[src/rtl/bps_pkg.sv]
// Package: types shared by the byte permute unit.
// Assumes: one selector code per result byte, decoded into one of four kinds.
package bps_pkg;

    // What a selector code asks its lane to produce
    typedef enum logic [1:0] {
        SK_BYTE = 2'd0,   // copy one source byte
        SK_SIGN = 2'd1,   // replicate the top bit of one source half
        SK_ZERO = 2'd2,   // constant 0x00
        SK_ONES = 2'd3    // constant all ones
    } sel_kind_e;

endpackage

[src/rtl/bps_sel_decode.sv]
// Module: bps_sel_decode
// Turns one full-width selector code into a kind and a small index.
// Assumes: LANES is a power of two. The sign codes therefore start at
// 2*LANES, which has its low IDX_W bits clear, so the low code bits give
// the index directly for both the byte kind and the sign kind.
module bps_sel_decode
    import bps_pkg::*;
#(
    parameter int LANES  = 4,
    parameter int LANE_W = 8,
    parameter int IDX_W  = $clog2(2 * LANES)
) (
    input  logic [LANE_W-1:0] code,
    output sel_kind_e         kind,
    output logic [IDX_W-1:0]  idx
);

    localparam int NSRC  = 2 * LANES;
    localparam int NHALF = LANES;
    localparam logic [LANE_W-1:0] SIGN_BASE = LANE_W'(NSRC);
    localparam logic [LANE_W-1:0] ZERO_CODE = LANE_W'(NSRC + NHALF);

    // Classify the whole code; no bits are masked before the compares
    always_comb begin
        idx = code[IDX_W-1:0];
        if (code < SIGN_BASE)
            kind = SK_BYTE;
        else if (code < ZERO_CODE)
            kind = SK_SIGN;
        else if (code == ZERO_CODE)
            kind = SK_ZERO;
        else
            kind = SK_ONES;
    end

    // a code above the zero code always decodes as all ones
    always_comb begin
        if (code > ZERO_CODE)
            a_r6_high_codes: assert (kind == SK_ONES);
    end

endmodule

[src/rtl/bps_lane.sv]
// Module: bps_lane
// Builds one result byte from the 64-bit source and a decoded selector.
// Assumes: idx is below 2*LANES for the byte kind and below LANES for
// the sign kind, which the decoder guarantees.
module bps_lane
    import bps_pkg::*;
#(
    parameter int LANES  = 4,
    parameter int LANE_W = 8,
    parameter int IDX_W  = $clog2(2 * LANES)
) (
    input  logic [2*LANES*LANE_W-1:0] src,
    input  sel_kind_e                 kind,
    input  logic [IDX_W-1:0]          idx,
    output logic [LANE_W-1:0]         lane_out
);

    localparam int NSRC   = 2 * LANES;
    localparam int NHALF  = LANES;
    localparam int HALF_W = 2 * LANE_W;
    localparam int HIDX_W = (NHALF > 1) ? $clog2(NHALF) : 1;

    logic [LANE_W-1:0] src_bytes [NSRC];
    logic [NHALF-1:0]  half_msb;
    logic              sign_bit;

    // Split the source into bytes and gather the top bit of each half
    for (genvar k = 0; k < NSRC; k++) begin : g_bytes
        assign src_bytes[k] = src[k*LANE_W +: LANE_W];
    end
    for (genvar h = 0; h < NHALF; h++) begin : g_halves
        assign half_msb[h] = src[h*HALF_W + HALF_W - 1];
    end

    // Pick the sign bit of the half named by the low index bits
    assign sign_bit = half_msb[idx[HIDX_W-1:0]];

    // Choose the byte the decoded kind asks for
    always_comb begin
        unique case (kind)
            SK_BYTE: lane_out = src_bytes[idx];
            SK_SIGN: lane_out = {LANE_W{sign_bit}};
            SK_ZERO: lane_out = '0;
            default: lane_out = '1;
        endcase
    end

    // a sign fill is always a uniform byte
    always_comb begin
        if (kind == SK_SIGN)
            a_r4_uniform_fill: assert (lane_out == '0 || lane_out == '1);
    end

endmodule

[src/rtl/bps_out_stage.sv]
// Module: bps_out_stage
// Holds the result and the valid flag, or passes them straight through.
// Assumes: synchronous active-low reset; the result loads only on valid.
module bps_out_stage #(
    parameter int DATA_W     = 32,
    parameter bit REGISTERED = 1'b1
) (
    input  logic              clk,
    input  logic              rst_n,
    input  logic              in_valid,
    input  logic [DATA_W-1:0] d,
    output logic              out_valid,
    output logic [DATA_W-1:0] q
);

    if (REGISTERED) begin : g_reg
        // Register the valid flag; reset clears it
        always_ff @(posedge clk) begin
            if (!rst_n) out_valid <= 1'b0;
            else        out_valid <= in_valid;
        end

        // Register the result on valid; hold it otherwise
        always_ff @(posedge clk) begin
            if (!rst_n)        q <= '0;
            else if (in_valid) q <= d;
        end

        // a sampled transfer shows up one edge later
        a_r7_latency: assert property (@(posedge clk) disable iff (!rst_n)
            in_valid |=> (out_valid && q == $past(d)));

        // an idle edge drops valid and keeps the result
        a_r8_hold: assert property (@(posedge clk) disable iff (!rst_n)
            (!in_valid && $past(rst_n)) |=> (!out_valid && $stable(q)));
    end else begin : g_comb
        // Pass the valid flag and the result straight through
        assign out_valid = in_valid;
        assign q         = d;
    end

endmodule

[src/rtl/bps_byte_permute.sv]
// Module: bps_byte_permute (top)
// Builds a DATA_W result from {hi_word, lo_word} under per-byte selector codes.
// Assumes: DATA_W / LANE_W lanes, a power of two; REGISTERED picks a
// one-cycle registered output or a purely combinational one.
module bps_byte_permute
    import bps_pkg::*;
#(
    parameter int DATA_W     = 32,
    parameter int LANE_W     = 8,
    parameter bit REGISTERED = 1'b1
) (
    input  logic              clk,
    input  logic              rst_n,
    input  logic              in_valid,
    input  logic [DATA_W-1:0] hi_word,
    input  logic [DATA_W-1:0] lo_word,
    input  logic [DATA_W-1:0] sel_word,
    output logic              out_valid,
    output logic [DATA_W-1:0] result
);

    localparam int LANES = DATA_W / LANE_W;
    localparam int SRC_W = 2 * DATA_W;
    localparam int IDX_W = $clog2(2 * LANES);

    logic [SRC_W-1:0]  src;
    logic [DATA_W-1:0] comb_result;

    // Place the first operand above the second to form the source
    assign src = {hi_word, lo_word};

    // One decoder and one byte builder for each result lane
    for (genvar i = 0; i < LANES; i++) begin : g_lane
        sel_kind_e        kind;
        logic [IDX_W-1:0] idx;

        bps_sel_decode #(.LANES(LANES), .LANE_W(LANE_W), .IDX_W(IDX_W)) u_dec (
            .code (sel_word[i*LANE_W +: LANE_W]),
            .kind (kind),
            .idx  (idx)
        );

        bps_lane #(.LANES(LANES), .LANE_W(LANE_W), .IDX_W(IDX_W)) u_lane (
            .src      (src),
            .kind     (kind),
            .idx      (idx),
            .lane_out (comb_result[i*LANE_W +: LANE_W])
        );

        if (REGISTERED) begin : g_chk
            // a byte code copies that source byte one edge later
            a_r3_byte_copy: assert property (@(posedge clk) disable iff (!rst_n)
                (in_valid && sel_word[i*LANE_W +: LANE_W] < LANE_W'(2 * LANES))
                |=> result[i*LANE_W +: LANE_W] ==
                    $past(src[sel_word[i*LANE_W +: IDX_W]*LANE_W +: LANE_W]));

            // the zero code gives 0x00
            a_r5_zero_code: assert property (@(posedge clk) disable iff (!rst_n)
                (in_valid && sel_word[i*LANE_W +: LANE_W] == LANE_W'(3 * LANES))
                |=> result[i*LANE_W +: LANE_W] == '0);

            // codes above the zero code give all ones
            a_r6_ones_code: assert property (@(posedge clk) disable iff (!rst_n)
                (in_valid && sel_word[i*LANE_W +: LANE_W] > LANE_W'(3 * LANES))
                |=> result[i*LANE_W +: LANE_W] == '1);
        end
    end

    // Register or pass through the assembled result
    bps_out_stage #(.DATA_W(DATA_W), .REGISTERED(REGISTERED)) u_out (
        .clk       (clk),
        .rst_n     (rst_n),
        .in_valid  (in_valid),
        .d         (comb_result),
        .out_valid (out_valid),
        .q         (result)
    );

endmodule

[config.mk]
export PLATFORM = sky130hd
export DESIGN_NAME = bps_byte_permute
export DESIGN_NICKNAME = d
export VERILOG_FILES = /design/src/rtl/bps_pkg.sv /design/src/rtl/bps_sel_decode.sv /design/src/rtl/bps_lane.sv /design/src/rtl/bps_out_stage.sv /design/src/rtl/bps_byte_permute.sv
export SDC_FILE = /design/constraint.sdc
export NUM_CORES = 1
export LEC_CHECK = 0
export CAP_MARGIN = 20
export CORE_AREA = 4 4 114 137
export CTS_BUF_LIST = sky130_fd_sc_hd__clkbuf_8 sky130_fd_sc_hd__clkbuf_16
export CTS_CLUSTER_DIAMETER = 200
export DETAILED_ROUTE_END_ITERATION = 10
export DIE_AREA = 0 0 118 141
export GPL_ROUTABILITY_DRIVEN = 0
export PLACE_DENSITY = 0.66
export SLEW_MARGIN = 20
export SYNTH_ARGS = -nofsm -noshare
export SYNTH_HDL_FRONTEND = slang
export SYNTH_HIERARCHICAL = 1
export SYNTH_SLANG_ARGS = --single-unit
[constraint.sdc]
create_clock -name clk -period 4.8 [get_ports clk]
set_input_delay 1.44 -clock clk [delete_from_list [all_inputs] [get_ports clk]]
set_output_delay 1.44 -clock clk [all_outputs]
set_load 0.05 [all_outputs]
---- Yosys cells after proc, flatten, opt, wreduce, memory -nomap -nowiden ----
Cells that the tools add are included.
operators by class
  $lt $le $gt $ge ......................... 16
  muxes and demuxes ....................... 36
  bitwise logic cells ..................... 4
  reduce and logical (&&, ||, !) cells .... 4
  eq/ne operators ......................... 12
operators with widths
  operator              number
  $bmux W8 S3           4
  $pmux W8 S3           4
  $lt A8 B4 Y1 const B  8
  $mux W8               8
  $eq A8 B4 Y1 const B  4
  $ge A4 B4 Y1 const B  4
  $mux W2               8
  $not A3 Y4            4
  $lt A2 B3 Y1 const B  4
  $bmux W1 S2           4
  $eq A2 B1 Y1 const B  4
  $eq A2 B2 Y1 const B  4
  $logic_not A2 Y1      4
  $mux W1               8
word-level totals
  word-level logic and storage cells ...... 74
  register bits ........................... 33
  output and inout bits ................... 33

---- Logic depth before layout (Yosys ltp) ----
  word-level depth ........................ 6
  depth in mapped cells ................... 9
  mapped depth without buffers ............ 6

---- Hierarchy ----
The synthesis kept the hierarchy.
modules (own cells, without submodules)
  module          cells an instance  area an instance (um2)  instances
  bps_lane        63                 674.4                   4
  bps_out_stage   105                1270.0                  1
  bps_sel_decode  9                  58.8                    4

---- Worst setup path before layout ----
OpenSTA, ideal clock, no wires.
  path kind ............................... input -> register
  start point ............................. input sel_word[15]
  end point ............................... register u_out.q[15]
  required time ........................... 4734 ps
  arrival time ............................ 2885 ps
  stages .................................. 7
  path slack .............................. 1849 ps
  cells stage by stage .................... nor4_2 o21ai_1 or2_2 buf_1 o41ai_1 mux2i_1 nor2b_1
between the ends
  word-level cells in the longest chain between the ends .. 6
  elaborated cells between the ends (all ways) .. 10
  those cells by class .................... order compare: 2; eq/ne: 3; mux: 4; reduce/logical: 1
ends and longest elaborated chain
  item                                                  RTL line                text
  start, declared                                       bps_byte_permute.sv:17  input logic [DATA_W-1:0] sel_word,
  branches (longest 3 deep; another with $lt A8 B4 Y1)  n/a
  $mux W2 *                                             bps_sel_decode.sv:26    if (code < SIGN_BASE)
  net g_lane[1].kind[0]                                 bps_byte_permute.sv:34  sel_kind_e kind;
  $eq A2 B2 Y1, or another cell as far along            bps_lane.sv:40          unique case (kind)
  $pmux W8 S3 *                                         bps_lane.sv:40
  net comb_result[15]                                   bps_byte_permute.sv:27  logic [DATA_W-1:0] comb_result;
  end signal, assigned                                  bps_out_stage.sv:25     if (!rst_n) q <= '0;
  end signal, assigned                                  bps_out_stage.sv:26     else if (in_valid) q <= d;
  end, declared                                         bps_out_stage.sv:13     output logic [DATA_W-1:0] q
Mark *: on every way through the listed nets, which the timed path passes.
A chain may end at the register's enable or synchronous reset.

---- Worst setup path in the final report ----
  start point ............................. input sel_word[9]
  end point ............................... register u_out.q[15]
Same word-level chain as after synthesis.

==> results.md <==
* TritonCTS Buffers at 5
* Area share of the largest cell type after synthesis at 0.175
* Flop-to-flop setup slack at 4.09 ns
* CTS Buffer Depth at 2
* Hold Path Stages at 2
* Register area at 661 um2
* Leak at 2.07 nW
* Row Count at 48
* First-pass DRT Iterations at 7
* Worst vdd ir at 106 uV
* Antenna Cells at 0
* Initial antenna violation count at 0
* Avg Cell Area, Syn at 10.7 um2
* Setup bufs post-CTS at 0
* DR WL/cell at 21.5 um
* Largest net degree at the start of global routing at 34
* Hold WS at 0.513 ns
* Crit share post-route at 0.764
* Syn Nets at 492
* Worst-path clk slew at 0.05 ns
* Primary FF master, synth: dfxtp_1
* Core Area at 0.0143 mm2
* Crit path max-delay family: simple AND/OR/NAND/NOR gates
* Worst Path Required at 5.01 ns
* Tmin final at 3.67 ns
* Crit path kind: input pin to flop
* Min-delay src: u_out/q[1]$_SDFFE_PN0P_
* End of the worst hold path: u_out/q[1]$_SDFFE_PN0P_
* Port Buf Inserts at 131
* WL final at 14300 um
* Fillcell total at 1433
* Overall Global Routing Usage at 0.169
* Max stage delay on crit path at 0.76 ns
* Antenna-violating nets left at 0
* Peak Freq at 273 MHz
* Number of global-route vias before repair at 3825
* Post-synthesis cell count at 393
* Die W at 118 um
* Worst Path Arrival at 3.88 ns
* Post-cts resize count at 0
* Post-synth EDFFs at 0
* Die ar. at 0.0166 mm2
* Worst R2R Path Depth at 2
* DRC at 0
* First-pass GRT wire length at 22000 um
* Async S/R FF share, synth at 0
* YS warnings at 6
* Initial drt markers at 273
* Chip Height at 141 um
* Clk root buf: clkbuf_16
* Hold Violations, Final at 0
* Final HPWL DP at 11800 um
* Commonest non-fill, non-tap cell in the layout: clkdlybuf4s50_1
* Grt ovf at 0
* CP max-delay cell: clkdlybuf4s50_1
* Final clock skew at 0 ns
* Layout Nets at 587
* Setup TNS at 0 ns
* Area Overhead vs Synth at 30.1%
* Ranking of synthesized cells by area: mux4_1 18%, mux2i_1 17%, dfxtp_1 16%, nor2b_1 11%, o31ai_1 5.0%
* Crit Reg-Reg Startpoint: u_out/q[0]$_SDFFE_PN0P_
* Clock Latency Late Sink at 0.28 ns
* CP startpoint kind: input pin
* Area of the multi-input gates at 0.00310 mm2
* Critical R2R Capture: u_out/q[0]$_SDFFE_PN0P_
* Final Max Tran Viols at 0
* Worst hold path type: flop to flop
* Clk sinks at 33
* Yosys cell types at 29
* Slew margin rel. at 0.320
* Crit path cell chain: clkdlybuf4s50_1, nor3b_1, o21ai_1, or2_2, o41ai_1, mux2i_1, nor2b_1
* Status: finished clean
* Vias per cell at 5.58
* Post-synth top area cell: mux4_1
* Setup violations, final at 0
* WP buf/inv at 1
* Worst setup EP type: flop
* Worst-Margin Slew at 1.02 ns
* PD cells at 201 mW/mm2
* Register area share after synthesis at 0.157
* Worst Path Max Fanout at 17
* Ratio of cells with drive above 1 in the final layout at 0.0900
* Max-cap violations at 0
* CTS Hold Bufs at 0
* Total number of vias at 3707
* Top Ports at 132
* RSZ-0062 raised after global routing: no
* TritonCTS clock tree: yes
* FF+latch count, synth at 33
* Mapped Area at 0.00420 mm2
* H-tree depth at 2
* Initial Util at 0.294
* Most frequent cells in the layout: 130 x clkdlybuf4s50_1, 72 x nor2b_1, 72 x mux2i_1, 33 x dfxtp_1
-- sequential cells by signal, summed over array words and instances, names as in the netlist --
name and flops:
u_out/out_valid 1, u_out/q 32
-- where the power goes --
part	internal (W)	total [W]	switching, W
Sequential	0.000296	0.000311	0.0000144
Combinational	0.000230	0.000479	0.000249
Clock	0.000188	0.000308	0.000120
-- worst reg2reg max path, stage by stage, from the launching register on --
cell	delay (ns)
dfxtp_1	0.40
mux2i_1	0.09
nor2b_1	0.15
-- cell type report --
class,instances,area share
Tap cell,175,0.0400
Sequential cell,33,0.121
Timing Repair Buffer,135,0.244
Clock buffer,5,0.0229
Inverter,4,0.00275
Clock inverter,3,0.00252
Multi-Input combinational cell,309,0.567
-- per-stage QoR --
stage / setup slack, ns / utilization / cell area, um2 / power, W / std cells
detailed placement: 0.888 / 0.373 / 5330 / 0.000794 / 656
CTS: 1.17 / 0.383 / 5470 / 0.00111 / 664
global placement: 0.962 / 0.373 / 5330 / 0.000788 / 656
floorplan: 1.85 / - / 4200 / 0.000618 / 393
finish: 1.13 / 0.383 / 5470 / 0.00110 / 664
global route: 0.994 / 0.383 / 5470 / 0.00115 / 664
-- routing by layer --
metal	GRT usage	vias to the layer above	share of wire
met1	0.224	1743	0.44
met2	0.276	211	0.46
met5	0	-	0
met3	0.0297	28	0.071
li1	-	1725	-
met4	0.0636	0	0.031
-- synthesized netlist by cell type (5+ instances only) --
library cell / instances
buf_2: 8
dfxtp_1: 33
nor2b_1: 72
mux4_1: 28
mux4_2: 8
o31ai_1: 28
o22ai_1: 8
a211oi_1: 8
mux2i_1: 72
nor3b_1: 8
buf_4: 12
nand2_1: 12
buf_6: 5
a22o_1: 20
buf_12: 7
clkbuf_1: 7
mux2_2: 12
-- worst max path at each step --
stage	startpoint	end	slack, ns	cells after the start
floorplan	sel_word[15]	u_out/q[15]$_SDFFE_PN0P_	1.85	7
detailed placement	sel_word[9]	u_out/q[15]$_SDFFE_PN0P_	0.89	7
finish	sel_word[9]	u_out/q[15]$_SDFFE_PN0P_	1.13	7
global placement	sel_word[9]	u_out/q[15]$_SDFFE_PN0P_	0.96	7
global route	sel_word[9]	u_out/q[15]$_SDFFE_PN0P_	0.99	7
CTS	sel_word[9]	u_out/q[15]$_SDFFE_PN0P_	1.17	7
-- kinds of logic (layout without fill, tap and decap cells) --
kind of cell | Yosys count | count (layout) | share of synthesized area
compound gates | 80 | 80 | 0.155
buf+inv | 51 | 147 | 0.105
flops | 33 | 33 | 0.157
mux | 120 | 120 | 0.422
simple gates | 109 | 109 | 0.161
No activity file was read; power rests on OpenSTA's default activity.
